## config.mk

```make
export PLATFORM = sky130hd
export DESIGN_NAME = chg_status_enc
export DESIGN_NICKNAME = d
export VERILOG_FILES = /design/src/rtl/chg_status_pkg.sv /design/src/rtl/chg_rst_sync.sv /design/src/rtl/chg_mode_sel.sv /design/src/rtl/chg_fault_timer.sv /design/src/rtl/chg_status_enc.sv
export SDC_FILE = /design/constraint.sdc
export NUM_CORES = 1
export LEC_CHECK = 0
export BUFFER_PORTS_ARGS = -buffer_cell sky130_fd_sc_hd__buf_2
export CAP_MARGIN = 20
export CELL_PAD_IN_SITES_DETAIL_PLACEMENT = 1
export CELL_PAD_IN_SITES_GLOBAL_PLACEMENT = 1
export CORE_MARGIN = 2
export CORE_UTILIZATION = 42
export DETAILED_ROUTE_END_ITERATION = 7
export GPL_ROUTABILITY_DRIVEN = 0
export HOLD_SLACK_MARGIN = 0.15
export PLACE_DENSITY = 0.76
export SLEW_MARGIN = 20
export SYNTH_ARGS = -nofsm -noshare
export SYNTH_HDL_FRONTEND = slang
export SYNTH_SLANG_ARGS = --single-unit
export TNS_END_PERCENT = 20
```

## constraint.sdc

```tcl
create_clock -name clk -period 0.8 [get_ports clk]
set_input_delay 0 -clock clk [delete_from_list [all_inputs] [get_ports clk]]
set_output_delay 0 -clock clk [all_outputs]
set_load 0.03 [all_outputs]
```

## src/rtl/chg_status_pkg.sv

```systemverilog
package chg_status_pkg;

  typedef enum logic [1:0] {
    F_NONE = 2'd0,
    F_TEMP = 2'd1,
    F_BATT = 2'd2
  } fault_t;

endpackage

```

## src/rtl/chg_rst_sync.sv

```systemverilog
module chg_rst_sync #(
  parameter int STAGES = 2
) (
  input  logic clk,
  input  logic rst_n,
  output logic rst_s
);

  logic [STAGES-1:0] sync_q;

  always_ff @(posedge clk or negedge rst_n) begin
    if (!rst_n) begin
      sync_q <= '0;
    end else begin
      sync_q <= {sync_q[STAGES-2:0], 1'b1};
    end
  end

  assign rst_s = sync_q[STAGES-1];

endmodule

```

## src/rtl/chg_mode_sel.sv

```systemverilog
module chg_mode_sel
  import chg_status_pkg::*;
(
  input  logic   charging,
  input  logic   below_end,
  input  logic   ilim,
  input  logic   temp_fault,
  input  logic   bad_batt,
  output fault_t req_fault,
  output logic   steady_low
);

  always_comb begin
    if (temp_fault) begin
      req_fault = F_TEMP;
    end else if (bad_batt) begin
      req_fault = F_BATT;
    end else begin
      req_fault = F_NONE;
    end
    // the end threshold only counts when the input has headroom
    steady_low = charging & (ilim | ~below_end);
  end

endmodule

```

## src/rtl/chg_fault_timer.sv

```systemverilog
module chg_fault_timer
  import chg_status_pkg::*;
#(
  parameter int SLOTS     = 16,
  parameter int TEMP_HALF = 11667,
  parameter int BATT_HALF = 2869,
  localparam int SLOT_W   = $clog2(SLOTS),
  localparam int HALF_MAX = (TEMP_HALF > BATT_HALF) ? TEMP_HALF : BATT_HALF,
  localparam int PER_W    = $clog2(HALF_MAX + 1)
) (
  input  logic              clk,
  input  logic              rst_n,
  input  logic              tick,
  input  fault_t            req_fault,
  output fault_t            fault_nx,
  output logic [SLOT_W-1:0] slot_nx,
  output logic              hi_nx
);

  fault_t              fault_q;
  logic [SLOT_W-1:0]   slot_q;
  logic [PER_W-1:0]    per_q, per_nx, per_last;
  logic                hi_q;
  logic                restart, advance, upd_en;

  assign per_last = (fault_q == F_TEMP) ? PER_W'(TEMP_HALF - 1) : PER_W'(BATT_HALF - 1);
  assign restart  = (req_fault != fault_q);
  assign advance  = (fault_q != F_NONE) & tick;
  assign upd_en   = restart | advance;

  always_comb begin
    fault_nx = fault_q;
    slot_nx  = slot_q;
    per_nx   = per_q;
    hi_nx    = hi_q;
    if (restart) begin
      fault_nx = req_fault;
      slot_nx  = '0;
      per_nx   = '0;
      hi_nx    = 1'b0;
    end else if (advance) begin
      if (slot_q == SLOT_W'(SLOTS - 1)) begin
        slot_nx = '0;
        if (per_q == per_last) begin
          per_nx = '0;
          hi_nx  = ~hi_q;
        end else begin
          per_nx = per_q + 1'b1;
        end
      end else begin
        slot_nx = slot_q + 1'b1;
      end
    end
  end

  always_ff @(posedge clk or negedge rst_n) begin
    if (!rst_n) begin
      fault_q <= F_NONE;
      slot_q  <= '0;
      per_q   <= '0;
      hi_q    <= 1'b0;
    end else if (upd_en) begin
      fault_q <= fault_nx;
      slot_q  <= slot_nx;
      per_q   <= per_nx;
      hi_q    <= hi_nx;
    end
  end

endmodule

```

## src/rtl/chg_status_enc.sv

```systemverilog
module chg_status_enc
  import chg_status_pkg::*;
#(
  parameter int SLOTS      = 16,
  parameter int TEMP_HALF  = 11667,
  parameter int BATT_HALF  = 2869,
  parameter int TEMP_LO    = 1,
  parameter int TEMP_HI    = 15,
  parameter int BATT_LO    = 2,
  parameter int BATT_HI    = 14,
  parameter int SYNC_STAGES = 2,
  localparam int SLOT_W    = $clog2(SLOTS),
  localparam int DUTY_W    = SLOT_W + 1
) (
  input  logic clk,
  input  logic rst_n,
  input  logic tick,
  input  logic charging,
  input  logic below_end,
  input  logic ilim,
  input  logic temp_fault,
  input  logic bad_batt,
  output logic pull_dn,
  output logic pin_dbg
);

  logic              rst_s;
  fault_t            req_fault, fault_nx;
  logic              steady_low;
  logic [SLOT_W-1:0] slot_nx;
  logic              hi_nx;
  logic [DUTY_W-1:0] duty;
  logic              pull_d, pull_q;

  chg_rst_sync #(.STAGES(SYNC_STAGES)) u_sync (
    .clk   (clk),
    .rst_n (rst_n),
    .rst_s (rst_s)
  );

  chg_mode_sel u_sel (
    .charging   (charging),
    .below_end  (below_end),
    .ilim       (ilim),
    .temp_fault (temp_fault),
    .bad_batt   (bad_batt),
    .req_fault  (req_fault),
    .steady_low (steady_low)
  );

  chg_fault_timer #(
    .SLOTS     (SLOTS),
    .TEMP_HALF (TEMP_HALF),
    .BATT_HALF (BATT_HALF)
  ) u_tmr (
    .clk       (clk),
    .rst_n     (rst_s),
    .tick      (tick),
    .req_fault (req_fault),
    .fault_nx  (fault_nx),
    .slot_nx   (slot_nx),
    .hi_nx     (hi_nx)
  );

  always_comb begin
    case (fault_nx)
      F_TEMP:  duty = hi_nx ? DUTY_W'(TEMP_HI) : DUTY_W'(TEMP_LO);
      F_BATT:  duty = hi_nx ? DUTY_W'(BATT_HI) : DUTY_W'(BATT_LO);
      default: duty = '0;
    endcase
    if (fault_nx == F_NONE) begin
      pull_d = steady_low;
    end else begin
      pull_d = ({1'b0, slot_nx} < duty);
    end
  end

  always_ff @(posedge clk or negedge rst_s) begin
    if (!rst_s) begin
      pull_q <= 1'b0;
    end else begin
      pull_q <= pull_d;
    end
  end

  assign pull_dn = pull_q;
  assign pin_dbg = ~pull_q;

endmodule

```

Yosys cells after proc, flatten, opt, wreduce, memory -nomap -nowiden. Cells that the tools add are included.

Register bits: 24. Output and inout port bits: 2. Logic and storage cells: 46.

Eq/ne operators: 6. Multiplexer cells: 19. Bitwise operators: 7. Add/sub/neg operators: 2. Reductions and logical operators: 5. Magnitude comparators: 1.

Operators by type and width (count): $mux 14 (5); $mux 4 (5); $add 14x1->14 const B (1); $eq 14x14->1 (1); $pmux 4 s2 (1); $mux 2 (3); $reduce_bool 2->1 (3); $lt 4x5->1 (1); $mux 1 (5); $add 4x1->4 const B (1); $eq 2x1->1 const B (2); $eq 4x4->1 const B (1); $not 1->1 (3); $reduce_and 3->1 (1); $and 1x1->1 (2); $eq 2x2->1 const B (1); $logic_not 2->1 (1); $ne 2x2->1 (1); $or 1x1->1 (2).

Logic depth before layout (Yosys ltp).
Depth after elaboration: 11. Depth in mapped cells: 10. Depth with buffers taken out: 10.

By module. From an unflattened synthesis, not the netlist that was laid out.

Cell total of the unflattened synthesis: 169. Area total of the unflattened synthesis: 1502.7 um2.

Modules (own cells, without submodules): chg_fault_timer (cells each 140, times used 1, area each 1236.2 um2); chg_status_enc (cells each 22, times used 1, area each 187.7 um2); chg_rst_sync (cells each 3, times used 1, area each 53.8 um2); chg_mode_sel (cells each 4, times used 1, area each 25.0 um2).

Worst setup path before layout. Ideal clock, no wire load.

Path kind: reg2reg. Start: register u_tmr.per_q[10]. End: register pull_q, in the netlist pull_dn. Data required time: 696 ps. Data arrival time: 2691 ps. Setup slack: -1994 ps. Stages on the path, launching flop included: 10. Path through: dfrtp_1 > or4b_4 > nor3_4 > o211ai_2 > xor2_1 > or3_1 > ha_1 > a2111oi_0 > o21ai_1 > o311ai_1.

Word-level cells in the longest chain between the ends: 9.

Ends and longest elaborated chain: start, declared (RTL line chg_fault_timer.sv:22) `logic [PER_W-1:0] per_q, per_nx, per_last;`; start signal, assigned (RTL line chg_fault_timer.sv:65) `per_q <= per_nx;`; $eq 14x14->1 * (RTL line chg_fault_timer.sv:44) `if (per_q == per_last) begin`; $mux 1 * (RTL line chg_fault_timer.sv:44); $mux 1 * (RTL line chg_fault_timer.sv:42) `if (slot_q == SLOT_W'(SLOTS - 1)) begin`; $mux 1 * (RTL line chg_fault_timer.sv:41) `end else if (advance) begin`; $mux 1 * (RTL line chg_fault_timer.sv:36) `if (restart) begin`; $mux 4, on equally long branches (RTL line chg_status_enc.sv:67, chg_status_enc.sv:68); $pmux 4 s2 * (RTL line chg_status_enc.sv:66) `case (fault_nx)`; $lt 4x5->1 * (RTL line chg_status_enc.sv:74) `pull_d = ({1'b0, slot_nx} < duty);`; $mux 1 * (RTL line chg_status_enc.sv:71) `if (fault_nx == F_NONE) begin`; named net pull_d (RTL line chg_status_enc.sv:33) `logic pull_d, pull_q;`; end signal, assigned (RTL line chg_status_enc.sv:82) `pull_q <= pull_d;`; end, declared (RTL line chg_status_enc.sv:33).

The timed path passes the listed nets; every way through them passes the cells marked *. A chain may end at the register's enable or synchronous reset.

Worst setup path after layout. Same ends and word-level chain as after synthesis.

==> results.tsv <==
metric	value	unit
nets	257	
layout cells sized above 1	47.70	%
PwrDens	1102	nW/µm²
DP HPWL	4067	µm
Post-synth EDFFs	0	
io pins	10	
Synthesis Warnings	0	
Core Box Area	3416	µm²
HP Class	reg2async	
RSZ-0062 raised after global routing	yes	
drt first pass iters	5	
status	complete, but fails checks	
Via density	6.930	
total chip power	0.002741	W
clk_lat worst skew	0.35	ns
Die Y	64.39	µm
clk sinks	24	
Setup WS pre-CTS	-2.188	ns
syn_nets	179	
CTS tree	yes	
clk slew on worst S/H paths	0.15	ns
initial antenna violation count	0	
CTS Buffer Depth	2	
DRC	0	
# rows	21	
design area	2486	µm²
Area Overhead vs Synth	62.34	%
endpoints failing hold	0	
Die Span X	64.39	µm
flops & latches, synth	24	
initial core utilization	44.84	%
ys flop type	dfrtp_1	
VDD IR max	0.0009532	V
clk_skew	0.003682	ns
Netlist cell types	52	
synthesized cell area	1531	µm²
first-pass GRT wire length	11630	µm
P_leak	1.119	nW
total CTS buffers	3	
grt ovf	0	
most common cell after layout, fill and taps aside	buf_4	
number of H-tree levels	1	
Util after Layout	72.78	%
Setup crit end kind	flop	
Post-synth ARST share	100.0	%
gr usage total	38.77	%
drt initial violations	270	
commonest cells after routing, fill and taps aside	54 x buf_4, 23 x dfrtp_1, 11 x nand2_1, 11 x nor2_1, 10 x buf_6	
crit path max fanout	2	
Setup violations, final	22	
Crit path arrival time	3.12	ns
antenna diode count	0	
worst setup margin	-2.087	ns
WL/cell	30.24	µm
share of the yosys chip area belonging to registers	39.22	%
vias after detailed routing	1975	
max-slew violation count	0	
Max Cap Viol	0	
failing checks	setup timing	
number of global-route vias before repair	2025	
CTS root buffer	clkbuf_4	
placed cell area	2017	µm²
die area	4145	µm²
IO Port Bufs	9	
Post-Syn Instances	162	
crit share post-route	360.8	%
total routed wirelength	8617	µm
largest net degree at the start of global routing	23	
Startpoint Class	flop	
f_max	346.4	MHz
minimum clock period	2.887	ns
Setup Crit Path Kind	reg2reg	
post-route ant nets	0	
CP required	1.04	ns
syn avg cell area	9.454	µm²
cell type report:
type                    instances  area (µm²)
flip-flops and latches         24       601.8
clock buffers                   4       36.28
multi-input cells             124        1116
well taps                      46       57.56
inverters                       7       26.28
repair buffers                 80       648.1
fillers                       350       929.6
Yosys cell counts (2+ instances only):
library cell	number	share of area (%)
a21oi_1	3	0.98
a22o_1	5	2.9
a22oi_1	3	1.5
a31o_1	4	2.3
and3_1	2	0.82
and4_1	2	1.1
clkbuf_1	6	1.5
dfrtp_1	24	39
ha_1	9	7.4
inv_1	7	1.7
nand2_1	12	2.9
nand3_1	10	3.3
nand4_1	7	2.9
nand4b_1	2	1.1
nor2_1	13	3.2
nor2b_1	2	0.82
nor3_4	2	2.1
nor3b_1	2	0.98
o211ai_1	2	0.98
o21a_1	2	0.98
o21ai_1	7	2.3
o31ai_1	2	0.98
or4_1	2	0.98
xnor2_1	2	1.1
xor2_1	3	1.7
stage by stage:
stage / hold WS, ns / cells / TNS [ns]
after floorplan: -0.2956 / 162 / -18.11
after global placement: -0.2153 / 260 / -23.75
after detailed placement: -0.2101 / 260 / -24.85
after CTS: 0.2120 / 274 / -23.20
after global routing: 0.2307 / 285 / -25.81
final: 0.2198 / 285 / -24.79
critical path, cell delays in order (launching register included):
cell      delay, ns
dfrtp_1        0.43
or4b_4         0.57
nor3_4         0.21
o211ai_2       0.16
xor2_1         0.23
or3_4          0.39
buf_6          0.14
ha_4           0.16
buf_4          0.13
o311ai_1       0.36
final timing paths:
kind	start	to	slack, ns	depth (start not counted)
worst max-delay path	u_tmr.per_q[10]$_DFFE_PN0P_	pull_dn$_DFF_PN0_	-2.09	9
worst min-delay path	u_sync.sync_q[1]$_DFF_PN0_	u_tmr.fault_q[1]$_DFFE_PN0P_	0.22	1
worst max register to register	u_tmr.per_q[10]$_DFFE_PN0P_	pull_dn$_DFF_PN0_	-2.09	9
worst min register to register	u_sync.sync_q[1]$_DFF_PN0_	u_tmr.fault_q[1]$_DFFE_PN0P_	0.22	1
max in group asynchronous	rst_n	u_sync.sync_q[1]$_DFF_PN0_	0.12	3
min in group clk	tick	u_tmr.slot_q[1]$_DFFE_PN0P_	0.27	4
cells by family after synthesis:
group	after synthesis	synth area share, %
simple gates	66	25.65
compound gates	42	20.51
flops	24	39.22
buf+inv	14	3.513
fa+ha+maj	9	7.353
xor+xnor	5	2.860
other cells	1	0.2449
mux	1	0.6536
state kept, by name, summed over array words and instances, names as in the netlist:
signal         count
pull_dn            1
u_tmr.fault_q      2
u_tmr.per_q       14
u_sync.sync_q      2
u_tmr.hi_q         1
u_tmr.slot_q       4
power breakdown:
part	switching, W	leakage [nW]	internal (W)
combinational	0.000410	0.776	0.000334
clock	0.000445	0.0210	0.000280
sequential	0.0000294	0.323	0.00124
repair_timing:
action / CTS / global route
pin swaps: 8 / 6
buffers inserted: 3 / 10
cloned: 0 / 1
hold buffers: 7 / 0
endpoints found under the setup margin: 22 / 23
gates resized for setup: 23 / 30
endpoints found under the hold margin: 5 / 0
per-layer routing:
layer	share of wire [%]	global-route usage [%]	vias up	wire [µm]
met5	0	0	-	0
met4	7.4	23.94	0	639
met3	9.9	8.099	66	854
met2	46	63.15	164	4006
met1	36	46.69	979	3116
li1	-	-	766	-
(Power assumes the default switching activity.)
